$ cat config.mk
export PLATFORM = sky130hd
export DESIGN_NAME = led_wave_seq
export DESIGN_NICKNAME = d
export VERILOG_FILES = /design/src/rtl/led_seq_pkg.sv /design/src/rtl/wave_table.sv /design/src/rtl/step_prescaler.sv /design/src/rtl/wave_pwm.sv /design/src/rtl/led_wave_seq.sv
export SDC_FILE = /design/constraint.sdc
export NUM_CORES = 1
export LEC_CHECK = 0
export BUFFER_PORTS_ARGS = -buffer_cell sky130_fd_sc_hd__buf_4
export CORE_MARGIN = 2
export CORE_UTILIZATION = 57
export DETAILED_ROUTE_END_ITERATION = 12
export GPL_TIMING_DRIVEN = 1
export PLACE_DENSITY_LB_ADDON = 0.12
export SETUP_SLACK_MARGIN = 0.2
export SLEW_MARGIN = 20
export SYNTH_ARGS = -nofsm -noshare
export SYNTH_HDL_FRONTEND = slang
export SYNTH_SLANG_ARGS = --single-unit
$ cat constraint.sdc
create_clock -name clk -period 3.78 [get_ports clk]
set_input_delay 0.378 -clock clk [delete_from_list [all_inputs] [get_ports clk]]
set_output_delay 0.378 -clock clk [all_outputs]
set_load 0.02 [all_outputs]
$ cat src/rtl/led_seq_pkg.sv
// Package: shared defaults and sequencer state encoding for the LED waveform
// sequencer. Assumes nothing; holds constants and types only.
package led_seq_pkg;
    localparam int unsigned LS_DEPTH     = 64;
    localparam int unsigned LS_DATA_W    = 8;
    localparam int unsigned LS_RELOAD_W  = 16;
    localparam int unsigned LS_DIV_W     = 8;
    localparam int unsigned LS_MAX_BURST = 61;

    typedef enum logic {
        ST_IDLE = 1'b0,
        ST_RUN  = 1'b1
    } seq_state_e;
endpackage

$ cat src/rtl/wave_table.sv
// wave_table: brightness table storage plus a burst writer. A burst begins
// with a start pulse that carries an offset and a byte budget; each later
// valid byte goes to the next entry. Budgets above MAX_BURST are clamped.
// Bytes past the last entry are dropped. The read port is combinational.
// Assumes start and a data byte never arrive in the same cycle.
module wave_table #(
    parameter int unsigned DEPTH     = 64,
    parameter int unsigned DATA_W    = 8,
    parameter int unsigned MAX_BURST = 61,
    localparam int unsigned AW       = $clog2(DEPTH),
    localparam int unsigned CW       = $clog2(MAX_BURST + 1)
) (
    input  logic              clk,
    input  logic              rst_n,
    input  logic              burst_start,
    input  logic [AW-1:0]     burst_offset,
    input  logic [CW-1:0]     burst_count,
    input  logic              byte_vld,
    input  logic [DATA_W-1:0] byte_data,
    input  logic [AW-1:0]     rd_idx,
    output logic [DATA_W-1:0] rd_data
);
    localparam logic [AW-1:0] LAST_ENTRY = AW'(DEPTH - 1);
    localparam logic [CW-1:0] BURST_CAP  = CW'(MAX_BURST);

    logic [DATA_W-1:0] mem [DEPTH];
    logic [AW-1:0]     wr_addr;
    logic [CW-1:0]     remain;
    logic              past_end;
    logic [CW-1:0]     clamped_count;

    // Budget clamp for a new burst.
    always_comb clamped_count = (burst_count > BURST_CAP) ? BURST_CAP : burst_count;

    // Burst bookkeeping and table storage.
    always_ff @(posedge clk) begin
        if (!rst_n) begin
            for (int i = 0; i < int'(DEPTH); i++) mem[i] <= '0;
            wr_addr  <= '0;
            remain   <= '0;
            past_end <= 1'b0;
        end else if (burst_start) begin
            wr_addr  <= burst_offset;
            remain   <= clamped_count;
            past_end <= 1'b0;
        end else if (byte_vld && (remain != '0)) begin
            remain <= remain - CW'(1);
            if (!past_end) begin
                mem[wr_addr] <= byte_data;
                if (wr_addr == LAST_ENTRY) past_end <= 1'b1;
                else                       wr_addr  <= wr_addr + AW'(1);
            end
        end
    end

    // Table read for the sequencer.
    always_comb rd_data = mem[rd_idx];

    assert_burst_cap_R2: assert property (@(posedge clk) disable iff (!rst_n)
        remain <= BURST_CAP);

    assert_budget_drains_R2: assert property (@(posedge clk) disable iff (!rst_n)
        (byte_vld && !burst_start && remain != '0) |=> remain == $past(remain) - CW'(1));
endmodule

$ cat src/rtl/step_prescaler.sv
// step_prescaler: two cascaded stages that make the table step pulse. Stage
// one counts ticks up from the reload value and overflows after all-ones.
// Stage two counts those overflows down from the divisor. A step happens
// when both stages expire on one tick. A load pulse latches new settings
// and restarts both stages. Assumes tick is a single-cycle enable.
module step_prescaler #(
    parameter int unsigned RELOAD_W = 16,
    parameter int unsigned DIV_W    = 8
) (
    input  logic                clk,
    input  logic                rst_n,
    input  logic                load,
    input  logic                run,
    input  logic                tick,
    input  logic [RELOAD_W-1:0] reload_val,
    input  logic [DIV_W-1:0]    div_val,
    output logic                step
);
    logic [RELOAD_W-1:0] reload_q;
    logic [DIV_W-1:0]    div_q;
    logic [RELOAD_W-1:0] c_lo;
    logic [DIV_W-1:0]    c_hi;
    logic                lo_wrap;

    // Stage-one expiry and step detection.
    always_comb begin
        lo_wrap = (c_lo == '1);
        step    = run && tick && lo_wrap && (c_hi == '0);
    end

    // Settings latch and both counting stages.
    always_ff @(posedge clk) begin
        if (!rst_n) begin
            reload_q <= '0;
            div_q    <= '0;
            c_lo     <= '0;
            c_hi     <= '0;
        end else if (load) begin
            reload_q <= reload_val;
            div_q    <= div_val;
            c_lo     <= reload_val;
            c_hi     <= div_val;
        end else if (run && tick) begin
            if (lo_wrap) begin
                c_lo <= reload_q;
                c_hi <= (c_hi == '0) ? div_q : c_hi - DIV_W'(1);
            end else begin
                c_lo <= c_lo + RELOAD_W'(1);
            end
        end
    end

    assert_div_bound_R3: assert property (@(posedge clk) disable iff (!rst_n)
        c_hi <= div_q);

    assert_idle_frozen_R3: assert property (@(posedge clk) disable iff (!rst_n)
        (!load && !(run && tick)) |=> $stable(c_lo) && $stable(c_hi));
endmodule

$ cat src/rtl/wave_pwm.sv
// wave_pwm: converts a brightness byte to a pulse train. A free-running
// counter is compared with the level, and the result is registered so the
// pin is glitch-free. Assumes the level is held steady for a full period
// when an exact duty is wanted.
module wave_pwm #(
    parameter int unsigned DATA_W = 8
) (
    input  logic              clk,
    input  logic              rst_n,
    input  logic [DATA_W-1:0] level,
    output logic              pwm
);
    logic [DATA_W-1:0] phase;

    // Free-running phase counter and registered compare.
    always_ff @(posedge clk) begin
        if (!rst_n) begin
            phase <= '0;
            pwm   <= 1'b0;
        end else begin
            phase <= phase + DATA_W'(1);
            pwm   <= (phase < level);
        end
    end

    assert_pwm_off_R10: assert property (@(posedge clk) disable iff (!rst_n)
        (level == '0) |=> !pwm);
endmodule

$ cat src/rtl/led_wave_seq.sv
// led_wave_seq: top of the LED waveform sequencer. It holds the direct
// brightness register, the run/idle state, the table pointer and the repeat
// flag. It connects the table, the step prescaler and the PWM. A disabling
// control write or cfg_start stops the sequence. An enabling write restarts
// it from entry 0. Assumes all strobes last one cycle.
module led_wave_seq
    import led_seq_pkg::*;
#(
    parameter int unsigned DEPTH     = LS_DEPTH,
    parameter int unsigned DATA_W    = LS_DATA_W,
    parameter int unsigned RELOAD_W  = LS_RELOAD_W,
    parameter int unsigned DIV_W     = LS_DIV_W,
    parameter int unsigned MAX_BURST = LS_MAX_BURST,
    localparam int unsigned AW       = $clog2(DEPTH),
    localparam int unsigned CW       = $clog2(MAX_BURST + 1)
) (
    input  logic                clk,
    input  logic                rst_n,
    input  logic                tick_en,
    input  logic                tbl_start,
    input  logic [AW-1:0]       tbl_offset,
    input  logic [CW-1:0]       tbl_count,
    input  logic                tbl_vld,
    input  logic [DATA_W-1:0]   tbl_data,
    input  logic                ctl_wr,
    input  logic                ctl_enable,
    input  logic [RELOAD_W-1:0] ctl_reload,
    input  logic [DIV_W-1:0]    ctl_div,
    input  logic                ctl_repeat,
    input  logic                bright_wr,
    input  logic [DATA_W-1:0]   bright_data,
    input  logic                cfg_start,
    output logic [DATA_W-1:0]   bright_level,
    output logic                seq_active,
    output logic [AW-1:0]       seq_index,
    output logic                led_pwm
);
    localparam logic [AW-1:0] LAST_ENTRY = AW'(DEPTH - 1);

    seq_state_e        state;
    logic [AW-1:0]     ptr;
    logic              repeat_q;
    logic [DATA_W-1:0] direct_q;
    logic [DATA_W-1:0] tbl_rd;
    logic              step;
    logic              enable_load;
    logic              stop_req;
    logic              running;

    // Decode of control and stop requests; cfg_start wins.
    always_comb begin
        stop_req    = cfg_start || (ctl_wr && !ctl_enable);
        enable_load = ctl_wr && ctl_enable && !cfg_start;
        running     = (state == ST_RUN);
    end

    wave_table #(
        .DEPTH     (DEPTH),
        .DATA_W    (DATA_W),
        .MAX_BURST (MAX_BURST)
    ) u_table (
        .clk          (clk),
        .rst_n        (rst_n),
        .burst_start  (tbl_start),
        .burst_offset (tbl_offset),
        .burst_count  (tbl_count),
        .byte_vld     (tbl_vld),
        .byte_data    (tbl_data),
        .rd_idx       (ptr),
        .rd_data      (tbl_rd)
    );

    step_prescaler #(
        .RELOAD_W (RELOAD_W),
        .DIV_W    (DIV_W)
    ) u_presc (
        .clk        (clk),
        .rst_n      (rst_n),
        .load       (enable_load),
        .run        (running),
        .tick       (tick_en),
        .reload_val (ctl_reload),
        .div_val    (ctl_div),
        .step       (step)
    );

    // Direct brightness register.
    always_ff @(posedge clk) begin
        if (!rst_n)         direct_q <= '0;
        else if (bright_wr) direct_q <= bright_data;
    end

    // Run state, pointer and repeat flag.
    always_ff @(posedge clk) begin
        if (!rst_n) begin
            state    <= ST_IDLE;
            ptr      <= '0;
            repeat_q <= 1'b0;
        end else if (stop_req) begin
            state <= ST_IDLE;
        end else if (enable_load) begin
            state    <= ST_RUN;
            ptr      <= '0;
            repeat_q <= ctl_repeat;
        end else if (running && step) begin
            if (ptr == LAST_ENTRY) begin
                if (repeat_q) ptr   <= '0;
                else          state <= ST_IDLE;
            end else begin
                ptr <= ptr + AW'(1);
            end
        end
    end

    // Level select: table while running, direct register otherwise.
    always_comb bright_level = running ? tbl_rd : direct_q;

    wave_pwm #(
        .DATA_W (DATA_W)
    ) u_pwm (
        .clk   (clk),
        .rst_n (rst_n),
        .level (bright_level),
        .pwm   (led_pwm)
    );

    assign seq_active = running;
    assign seq_index  = ptr;

    assert_wrap_R4: assert property (@(posedge clk) disable iff (!rst_n)
        (running && step && ptr == LAST_ENTRY && repeat_q && !stop_req && !enable_load)
        |=> (state == ST_RUN) && (ptr == '0));

    assert_oneshot_halt_R5: assert property (@(posedge clk) disable iff (!rst_n)
        (running && step && ptr == LAST_ENTRY && !repeat_q && !stop_req && !enable_load)
        |=> (state == ST_IDLE) && (ptr == LAST_ENTRY));

    assert_restart_R6: assert property (@(posedge clk) disable iff (!rst_n)
        enable_load |=> (state == ST_RUN) && (ptr == '0));

    assert_disable_stops_R7: assert property (@(posedge clk) disable iff (!rst_n)
        (ctl_wr && !ctl_enable) |=> state == ST_IDLE);

    assert_ptr_hold_R7: assert property (@(posedge clk) disable iff (!rst_n)
        (!tick_en && !enable_load) |=> $stable(ptr));

    assert_cfg_kills_R9: assert property (@(posedge clk) disable iff (!rst_n)
        cfg_start |=> state == ST_IDLE);
endmodule

==> summary.md, run 1 <==
| Metric | Value |
|---|---|
| Outcome | `finished, final reports clean` |
| Layout fillers | `about 3,600` |
| Post-synth cell types | `66` |
| Initial Util | `57.7%` |
| H-tree depth | `3` |
| Clock Skew | `roughly 0.018 ns` |
| Vias | `between 15,000 and 20,000` |
| Initial antenna violation count | `1` |
| FF-to-FF setup slack | `~0.30 ns` |
| Clock tree from TritonCTS | `done` |
| Post-DRT Antenna Nets | `0` |
| Critical path required time | `around 3.4 ns` |
| # setup viols final | `0` |
| First-pass GRT wire length | `107 mm` |
| Most common cell after layout, fill and taps aside | `and2_1` |
| Hold buffer count at cts | `0` |
| I/O Buffers | `77` |
| Fin. max-slew vios | `0` |
| Footprint of the multi-input gates | `10,400 um^2` |
| Max FO, Critical Path | `18` |
| Clock share of power | `between 40% and 50%` |
| Row count | `81` |
| Placer Congestion | `0.910` |
| Vias in the first global route | `approximately 18,000` |
| Final hold vios | `0` |
| Clock Pin Slew Worst Setup and Hold Paths | `approximately 0.060 ns` |
| Seq/Total Area, Yosys | `between 60 and 70%` |
| Design Area, Final | `32,100 um^2` |
| Gr ovfl total | `0` |
| Clk sinks | `604` |
| Final WL | `72.1 mm` |
| DP HPWL | `between 40 and 50 mm` |
| Slowest cell delay on critical path | `approximately 0.57 ns` |
| Ys Warns | `0` |
| Synth Net Count | `roughly 2,200` |
| FFs w/ async S/R, synth | `0%` |
| Final min period | `roughly 3.6 ns` |
| Worst-Margin Slew | `approximately 1.1 ns` |
| Switch share | `around 22%` |
| EDFF count, synth | `~510` |
| Clk Latency, worst-skew pair | `0.60 ns` |
| Share of cells above drive strength 1 | `19.7%` |
| Clock Tree Root | `clkbuf_16` |
| Largest net degree at the start of global routing | `65` |
| Buf+Inv Stages, Crit Path | `3` |
| Flop pwr share | `roughly half` |
| I/O pin count | `78` |
| Flops & latches, synth | `a little over 600` |
| Maximum vdd drop | `about 0.37 mV` |
| Clk buf depth | `3` |
| Combinational power share | `6.5%` |
| Peak Freq | `about 280 MHz` |
| P_sw | `~0.0033 W` |
| Slowest CP cell | `mux4_2` |
| Crit path max-delay family | `multiplexers` |
| Post-Place Cell Area | `29,800 um^2` |
| Int Power | `0.0115 W` |
| PwrDens | `around 460 nW/um^2` |
| Post-Syn Area per Cell | `between 10 and 15 um^2` |
| RSZ-0062 raised after global routing | `true` |
| Hold Crit Class | `input pin to flip-flop` |
| Fin nets | `roughly 2,300` |
| Synthesized area | `approximately 28,000 um^2` |
| Register Area | `around 17,000 um^2` |
| Initial DRC Count | `1,896` |
| Layout area overhead | `13.8%` |
| Mapped Cells | `~2,100` |
| Die footprint | `roughly 50,000 um^2` |
| Fin Setup TNS | `0 ns` |
| Top_reg_cell synth | `edfxtp_1` |
| Leakage | `around 12 nW` |
| Gr usage total | `~29%` |
| Most frequent cells in the layout | `and2_1, edfxtp_1, buf_4` |
| Startpoint class of the critical path | `flip-flop` |
| Vias/cell | `about 6.1` |
| CP dominant cell by count | `buf_12` |
| Wire per inst | `around 24 um` |
| CP endpoint kind | `output port` |
| Critical path class | `flip-flop to output port` |
| Cells along the critical path | `buf_12 > buf_12 > mux4_2 > mux2i_1 > a21oi_1 > o21ai_2 > o211ai_1 > buf_4` |
| Core ar. | `49,000 um^2` |
| Final Cycle Share | `a little over nine tenths` |
| Num CTS Buffers | `between 60 and 70` |
| # DRC | `0` |
| Slew headroom | `~24%` |
| Pre-Repair DR Iteration Count | `7` |
| # Max-Cap Violations | `0` |
| CP Data Arrival Time | `3.19 ns` |
| Chip height | `~230 um` |
| Die W | `about 230 um` |
==> per-stage QoR <==
| step | total power, W | utilization (%) | hold slack (ns) | setup WS (ns) | cells |
|---|---|---|---|---|---|
| floorplan | 0.00823 | - | 0.433 | 0.219 | 2148 |
| global placement | 0.00861 | 61.0 | 0.442 | 0.235 | 2823 |
| detailed placement | 0.00864 | 61.0 | 0.447 | 0.0922 | 2823 |
| CTS | 0.0148 | 65.3 | 0.0115 | 0.109 | 2945 |
| global route | 0.0152 | 65.7 | 0.0224 | 0.172 | 2953 |
| finish | 0.0148 | 65.7 | 0.0323 | 0.216 | 2953 |
==> worst register-to-register path: stages, from the launching register on <==
cell,delay [ns]
dfxtp_4,0.43
buf_4,0.16
mux4_2,0.51
mux4_2,0.51
nand3_1,0.10
nand2_1,0.07
o21ai_2,0.12
o211a_1,0.22
ha_1,0.25
a21o_1,0.19
a211oi_1,0.25
o21ai_1,0.16
nor3_1,0.21
nand3_1,0.11
o211ai_1,0.11
==> cell families after synthesis <==
| family | Yosys count | synth area share (%) |
|---|---|---|
| fa+ha+maj | 15 | 0.664 |
| buf+inv | 180 | 2.52 |
| mux | 183 | 12.1 |
| xor+xnor | 23 | 0.713 |
| simple gates | 868 | 17.0 |
| flops | 604 | 60.9 |
| compound gates | 275 | 6.08 |
==> power by group through the flow <==
stage	Sequential [W]	Clock, W	Combinational [W]
2_1_floorplan	0.00764	0	0.000588
3_3_place_gp	0.00769	0	0.000914
3_5_place_dp	0.00770	0	0.000937
4_1_cts	0.00756	0.00630	0.000947
5_1_grt	0.00758	0.00658	0.00103
6_report	0.00756	0.00624	0.000960
==> path summary, 6_finish.rpt <==
kind	end	start	cells after the start
setup reg to reg	u_pwm.pwm	flip-flop	14
hold reg to reg	u_presc.div_q[1]	u_presc.div_q[1]	2
setup / recovery	bright_level[1]	flip-flop	8
hold / removal	direct_q[0]	bright_data[0]	3
==> cells in the mapped netlist (4+ instances only) <==
master	number	share of area (%)
nor2b_1	7	0.16
nor3_1	12	0.21
or3_1	4	0.089
a211oi_1	11	0.29
nand2_1	106	1.4
edfxtp_1	512	54
nand4_1	11	0.24
o221ai_1	7	0.22
a31oi_1	7	0.16
xor2_1	12	0.37
a21oi_1	76	1.3
and2_1	516	11
nor4_1	4	0.089
nand3b_1	6	0.16
a22oi_1	6	0.16
o211a_1	8	0.28
and3_1	6	0.13
ha_1	15	0.66
mux4_2	125	10
inv_1	17	0.23
buf_1	18	0.24
clkbuf_1	126	1.7
xnor2_1	11	0.34
o211ai_1	14	0.37
dfxtp_1	92	6.5
nor2_1	135	1.8
mux2i_1	50	1.8
o31ai_1	5	0.13
nand3_1	44	0.78
o21ai_0	98	1.7
mux2_2	7	0.28
a22o_1	7	0.22
a221o_1	6	0.21
buf_2	16	0.28
==> layout make-up <==
class | instances | share of cell area (%)
Antenna cell | 1 | 0.00779
Clock buffer | 89 | 5.79
Clock inverter | 29 | 0.673
Inverter | 18 | 0.210
Multi-Input combinational cell | 1364 | 32.4
Sequential cell | 604 | 53.6
Tap cell | 664 | 2.58
Timing Repair Buffer | 184 | 4.73
==> flip-flops by register name, indices dropped and copies added (netlist names), named ones only <==
signal            count
direct_q              8
repeat_q              1
seq_active            1
seq_index             6
u_presc.c_hi          8
u_presc.c_lo         16
u_presc.div_q         8
u_presc.reload_q     16
u_pwm.phase           8
u_pwm.pwm             1
u_table.mem         512
u_table.past_end      1
u_table.remain        6
u_table.wr_addr       6
==> per-layer routing <==
layer	wire (um)	vias to the layer above	share of wire, %	global-route usage (%)
li1	-	8050	-	-
met1	29800	8964	41	39.1
met2	34400	759	48	45.8
met4	2140	2	3.0	10.6
met3	5750	117	8.0	5.56
met5	46	-	0.064	0.684
==> repair_timing <==
action	CTS	global route
endpoints found under the setup margin	31	9
cloned	0	1
endpoints found under the hold margin	0	0
resized for setup	13	30
pin swaps	3	5
buffers inserted	4	6
Note: power is estimated with default switching activity, not from simulation.
==> run 2, diff against run 1 <==
==> constraint.sdc (replaced) <==
create_clock -name clk -period 3.78 [get_ports clk]
set_input_delay 0 -clock clk [delete_from_list [all_inputs] [get_ports clk]]
set_output_delay 0 -clock clk [all_outputs]
set_load 0.02 [all_outputs]
==> run 2 against run 1 <==
Cell count up 3.3%. Critical path type unchanged. Register-to-register slack better by 0.05 ns. Non-clock buffer count up 102. Combinational power up 11%. Largest cell class unchanged. Via count up 3.5%. Maximum frequency up 0.57%.
==> summary.md, run 2 (synthesis results as in run 1) <==
| Metric | Value |
|---|---|
| Hold Crit Class | `input pin to flip-flop` |
| # DRC | `0 (unchanged)` |
| Core ar. | `49,000 um^2 (unchanged)` |
| Largest net degree at the start of global routing | `65 (unchanged)` |
| Most common cell after layout, fill and taps aside | `and2_1` |
| Chip height | `227 um (unchanged)` |
| Cells along the critical path | `buf_12 > buf_4 > clkbuf_16 > mux4_2 > mux4_2 > nand3_1 > nand2_1 > o21ai_0 > o211ai_1 > buf_4` |
| Die footprint | `51,400 um^2 (unchanged)` |
| Outcome | `finished, final reports clean` |
| Int Power | `0.0114 W (-0.61%)` |
| Combinational power share | `7.2% (+0.7 points)` |
| Clock Skew | `0.0308 ns (+0.0129 ns)` |
| Vias | `18,500 (+3.5%)` |
| Gr usage total | `28.9% (+0.36 points)` |
| Clock tree from TritonCTS | `done` |
| Critical path required time | `3.78 ns (+0.38 ns)` |
| Initial DRC Count | `1,760 (-7.2%)` |
| Startpoint class of the critical path | `flip-flop` |
| Switch share | `22.7% (+0.36 points)` |
| Final Cycle Share | `93.7% (-0.53 points)` |
| Clock Tree Root | `clkbuf_16` |
| Clock share of power | `41.5% (-0.8 points)` |
| Buf+Inv Stages, Crit Path | `4 (+1)` |
| Critical path class | `flip-flop to output port` |
| Clk sinks | `604 (unchanged)` |
| Flop pwr share | `51.3% (about the same)` |
| Largest Register | `u_table.mem` |
| Slew headroom | `31.0% (+7.0 points)` |
| Clock Pin Slew Worst Setup and Hold Paths | `0.06 ns (about the same)` |
| Vias in the first global route | `18,200 (+2.5%)` |
| Wire per inst | `24.1 um (-1.5%)` |
| Max FO, Critical Path | `16 (-2)` |
| Clk buf depth | `3 (unchanged)` |
| Largest register FFs | `512 (unchanged)` |
| Final WL | `73.4 mm (+1.7%)` |
| Critical R2R Capture | `u_pwm.pwm` |
| Final min period | `3.54 ns (-0.0202 ns)` |
| Die W | `227 um (unchanged)` |
| Post-DRT Antenna Nets | `0 (unchanged)` |
| Maximum vdd drop | `0.358 mV (-2.3%)` |
| CP endpoint kind | `output port` |
| Worst-Margin Slew | `1.03 ns (-0.0973 ns)` |
| Register Area | `17,200 um^2 (unchanged)` |
| Initial antenna violation count | `2 (+1)` |
| WP depth | `10 (+2)` |
| RSZ-0062 raised after global routing | `true` |
| Fin Setup TNS | `0 ns (unchanged)` |
| Gr ovfl total | `0 (unchanged)` |
| H-tree depth | `2 (-1)` |
| Num CTS Buffers | `61 (-7.6%)` |
| Peak Freq | `282 MHz (+0.57%)` |
| Fin. max-slew vios | `0 (unchanged)` |
| Footprint of the multi-input gates | `10,300 um^2 (-0.67%)` |
| Vias/cell | `6.07 (+0.19%)` |
| I/O pin count | `78 (unchanged)` |
| DP HPWL | `46.1 mm (-0.92%)` |
| Placer Congestion | `0.861 (-5.3%)` |
| Initial Util | `57.7% (unchanged)` |
| Slowest CP cell | `mux4_2` |
| Crit path max-delay family | `multiplexers` |
| FF-to-FF setup slack | `0.35 ns (+0.05 ns)` |
| Layout area overhead | `16.9%` |
| I/O Buffers | `77 (unchanged)` |
| Pre-Repair DR Iteration Count | `5 (-2)` |
| First-pass GRT wire length | `110 mm (+2.5%)` |
| CP Data Arrival Time | `3.54 ns (+0.35 ns)` |
| Reg2reg path depth | `14 (unchanged)` |
| P_sw | `0.00334 W (+1.5%)` |
| Largest registers | `u_table.mem (512), u_presc.c_lo (16), u_presc.reload_q (16)` |
| # Max-Cap Violations | `0 (unchanged)` |
| Fin nets | `2,412 (+4.2%)` |
| PwrDens | `447 nW/um^2 (-2.8%)` |
| # setup viols final | `0 (unchanged)` |
| Layout fillers | `3,402 (-5.8%)` |
| Leakage | `11.9 nW (+3.6%)` |
| Clk Latency, worst-skew pair | `0.64 ns (+0.04 ns)` |
| Row count | `81 (unchanged)` |
| Most frequent cells in the layout | `and2_1, edfxtp_1, buf_4` |
| Share of cells above drive strength 1 | `19.2% (-0.42 points)` |
| CP endpoint | `bright_level[1]` |
| Final Util | `67.5% (+1.8 points)` |
| Slowest cell delay on critical path | `0.57 ns (about the same)` |
| Final hold vios | `0 (unchanged)` |
==> run 2: cell types whose count changed in the layout (fill, tap and decap cells not counted), sizes merged <==
cell | previous run | this run
dlygate4sd3 | 0 | 83
buf | 183 | 201
clkbuf | 90 | 72
clkinvlp | 2 | 8
bufinv | 3 | 7
clkinv | 22 | 26
==> run 2: how the worst min path moves through the flow <==
| stage | from | end | slack (ns) | depth (start not counted) |
|---|---|---|---|---|
| final | ctl_enable | u_presc.reload_q[9] | 0.03 | 5 |
| after global routing | ctl_enable | u_presc.reload_q[9] | 0.05 | 5 |
| after CTS | ctl_enable | u_presc.reload_q[9] | 0.009 | 5 |
| after detailed placement | bright_data[0] | direct_q[0] | 0.25 | 3 |
| after global placement | bright_data[0] | direct_q[0] | 0.24 | 3 |
| after floorplan | ctl_reload[13] | u_presc.c_lo[13] | 0.13 | 2 |
==> run 2: power by group through the flow <==
stage               combinational [W]  sequential [W]  clock (W)
detailed placement           0.000950         0.00770          0
finish                        0.00107         0.00756    0.00612
global route                  0.00114         0.00758    0.00643
global placement             0.000930         0.00769          0
CTS                           0.00103         0.00756    0.00617
floorplan                    0.000588         0.00764          0
==> run 2: layer usage <==
metal	global-route usage, %	routed length, um	vias up
li1	-	-	8258
met1	40.6	30400	9368
met2	47.4	35500	761
met3	4.16	5350	127
met4	8.64	2090	0
met5	0	0	-
==> run 2: what timing repair did <==
item,4_1_cts,5_1_grt
buffers inserted,0,5
endpoints found under the setup margin,0,2
hold buffers,83,0
gates resized for setup,0,13
hold endpoints to repair,84,0
==> run 2: per-stage QoR <==
step | area [um^2] | instances | hold slack (ns) | worst slack, ns | total power [W]
2_1_floorplan | 28200 | 2148 | 0.130 | 0.219 | 0.00823
3_3_place_gp | 30000 | 2846 | 0.236 | 0.219 | 0.00862
3_5_place_dp | 30000 | 2846 | 0.250 | 0.234 | 0.00865
4_1_cts | 32900 | 3042 | 0.00855 | 0.207 | 0.0148
5_1_grt | 33000 | 3050 | 0.0535 | 0.171 | 0.0151
6_report | 33000 | 3050 | 0.0348 | 0.237 | 0.0147
==> run 2: final cells by class <==
cell class              count  area share (%)
flip-flops and latches    604            52.2
well taps                 664            2.52
inverters                  18           0.205
diodes                      1         0.00758
clock inverters            43            1.24
clock buffers              70            4.85
multi-input cells        1364            31.3
repair buffers            286            7.69
==> run 2: worst register-to-register path: stages (launching register included) <==
cell,delay [ns]
dfxtp_4,0.45
buf_4,0.19
mux4_2,0.54
mux4_2,0.54
nand3_1,0.11
nand2_1,0.06
o21ai_1,0.19
o211a_1,0.20
ha_1,0.24
a21o_1,0.18
a21oi_1,0.14
o21ai_1,0.11
nor3_2,0.19
nand3_1,0.12
o211ai_1,0.12
==> run 3, diff against run 2 <==
- CAP_MARGIN: not set -> 20
- CORE_ASPECT_RATIO: not set -> 0.6
==> run 3 against run 2 <==
Cell count decreased by 1.2%. Via count up 1.8%. Sequential share of layout area grew 0.35 points. Non-clock buffer count fell by 12. Clock skew fell by 0.014 ns. Flip-flop and latch count unchanged. Combinational power hardly changed. Power down 0.53%. Critical path depth shrank 1. Routed wire length increased by 5.1%. Utilization shrank 0.77 points. Highest routed layer is now met5.
==> summary.md, run 3 (synthesis results as in run 1) <==
| Metric | Value |
|---|---|
| Vias in the first global route | `17,900 (-1.6%)` |
| Final WL | `77.1 mm (+5.1%)` |
| # DRC | `0 (unchanged)` |
| Final Util | `66.7% (-0.77 points)` |
| I/O Buffers | `77 (unchanged)` |
| GR met3 Demand/Resource | `7.73% (+3.6 points)` |
| Most Crowded Layer GR | `met1` |
| I/O pin count | `78 (unchanged)` |
| Row count | `63 (-22%)` |
| GRT met1 Usage | `47.0% (+6.4 points)` |
| Peak Freq | `292 MHz (+3.6%)` |
| Final hold vios | `0 (unchanged)` |
| Die footprint | `51,400 um^2 (+0.12%)` |
| Clk buf depth | `3 (unchanged)` |
| Max FO, Critical Path | `16 (unchanged)` |
| Num CTS Buffers | `55 (-9.8%)` |
| Final worst-path setup slack | `0.359 ns (+0.122 ns)` |
| ANT cells | `0 (-1)` |
| Register Area | `17,200 um^2 (unchanged)` |
| H-tree depth | `2 (unchanged)` |
| Initial antenna violation count | `1 (-1)` |
| First-pass GRT wire length | `114 mm (+4.0%)` |
| Critical path required time | `3.78 ns (about the same)` |
| Hold Path Depth | `5 (unchanged)` |
| Footprint of the multi-input gates | `10,400 um^2 (+0.32%)` |
| Largest Register | `u_table.mem` |
| Chip height | `176 um (-22%)` |
| # setup viols final | `0 (unchanged)` |
| Initial DRC Count | `2,538 (+44%)` |
| Fin Setup TNS | `0 ns (unchanged)` |
| Largest net degree at the start of global routing | `65 (unchanged)` |
| Die W | `291 um (+29%)` |
| Placement Setup Slack | `0.261 ns (+0.0272 ns)` |
| Gr usage total | `30.0% (+1.1 points)` |
| Hold Crit Class | `input pin to flip-flop` |
| CP Data Arrival Time | `3.42 ns (-0.12 ns)` |
| Hold slack final | `0.0876 ns (+0.0528 ns)` |
| Met2 usage | `42.2% (-5.2 points)` |
| Share of cells above drive strength 1 | `19.0% (-0.20 points)` |
| RSZ-0062 raised after global routing | `true` |
| CP dominant cell by count | `buf_4` |
| Leakage | `11.8 nW (-0.84%)` |
| Total power | `0.0147 W (-0.53%)` |
| DP HPWL | `50.8 mm (+10%)` |
| Slowest cell delay on critical path | `0.56 ns (about the same)` |
| Setup repair bufs after CTS | `0 (unchanged)` |
| PwrDens | `447 nW/um^2 (+0.14%)` |
| Reg2reg path depth | `14 (unchanged)` |
| Fin. max-slew vios | `0 (unchanged)` |
| Clk sinks | `604 (unchanged)` |
| Clk Latency, worst-skew pair | `0.60 ns (-0.04 ns)` |
| Slowest CP cell | `mux4_2` |
| Clock Pin Slew Worst Setup and Hold Paths | `0.07 ns (about the same)` |
| Initial Util | `57.4% (-0.28 points)` |
| CP endpoint kind | `output port` |
| Outcome | `finished, final reports clean` |
| Slew headroom | `24.8% (-6.2 points)` |
| Post-DRT Antenna Nets | `0 (unchanged)` |
| Placer Congestion | `0.919 (+6.7%)` |
| Vias | `18,800 (+1.8%)` |
| Largest register FFs | `512 (unchanged)` |
| Most frequent cells in the layout | `and2_1, edfxtp_1, buf_4` |
| Final Cycle Share | `90.5% (-3.2 points)` |
| Cells along the critical path | `buf_12 > buf_16 > buf_6 > buf_4 > mux4_2 > a221o_1 > o21ai_0 > o211ai_1 > buf_4` |
| Most common cell after layout, fill and taps aside | `and2_1` |
| Critical path class | `flip-flop to output port` |
| # Max-Cap Violations | `0 (unchanged)` |
| Startpoint class of the critical path | `flip-flop` |
| Core ar. | `49,200 um^2 (+0.48%)` |
| Gr ovfl total | `0 (unchanged)` |
| Clock Tree Root | `clkbuf_16` |
| Layout fillers | `3,462 (+1.8%)` |
| Fin nets | `2,394 (-0.75%)` |
| Vias/cell | `6.26 (+3.0%)` |
| Clock Skew | `0.0168 ns (-0.0140 ns)` |
| Wire per inst | `25.6 um (+6.4%)` |
| Worst-Margin Slew | `1.12 ns (+0.0851 ns)` |
| Pre-Repair DR Iteration Count | `5 (unchanged)` |
| Final min period | `3.42 ns (-0.122 ns)` |
| Largest registers | `u_table.mem (512), u_presc.c_lo (16), u_presc.reload_q (16)` |
| Maximum vdd drop | `0.359 mV (+0.24%)` |
| Layout area overhead | `16.1%` |
| Hold_sp | `ctl_enable` |
| Clock tree from TritonCTS | `done` |
[run 3: cell types whose count changed in the layout (fill, tap and decap cells not counted), sizes merged]
cell / before / now
clkinvlp: 8 / 3
dlygate4sd3: 83 / 81
buf: 201 / 193
clkbuf: 72 / 73
diode: 1 / 0
clkinv: 26 / 20
inv: 20 / 18
[run 3: final timing paths]
path         slack, ns                   end
max               0.36       bright_level[1]
min               0.09          seq_index[3]
max reg2reg       0.40             u_pwm.pwm
min reg2reg       0.46  u_presc.reload_q[13]
[run 3: layer usage]
layer / wire [um] / vias up
met2: 32500 / 1073
met4: 1640 / 2
met5: 13 / -
met1: 34000 / 9450
li1: - / 8199
met3: 8920 / 123
[run 3: cell type report]
cell class	instances	share of cell area (%)
clock inverters	30	1.01
clock buffers	73	4.91
repair buffers	274	7.24
flip-flops and latches	604	52.5
well taps	650	2.48
multi-input cells	1364	31.6
inverters	18	0.206
[run 3: power breakdown]
part	internal, W	total, W	switching, W	leakage [nW]
Sequential	0.00744	0.00757	0.000132	6.02
Clock	0.00348	0.00603	0.00255	0.952
Combinational	0.000446	0.00107	0.000622	4.86
Total	0.0114	0.0147	0.00331	11.8
[run 3: timing repair]
action / 4_1_cts / 5_1_grt
endpoints found under the hold margin: 83 / 0
endpoints found under the setup margin: 0 / 3
resized for setup: 0 / 24
hold buffers: 81 / 0
[run 3: worst max-delay path: cells and delay by family, from the launching register on]
family	cells	cell delay (ns)
muxes	1	0.56
buffers and inverters	5	0.95
DFF	1	0.42
AOI/OAI and AO/OA	3	0.86
[run 3: per-stage QoR]
stage	instances	cell area (um^2)
final	3013	32800
after global routing	3013	32800
after CTS	3013	32700
after detailed placement	2829	30000
after global placement	2828	30000
after floorplan	2148	28200
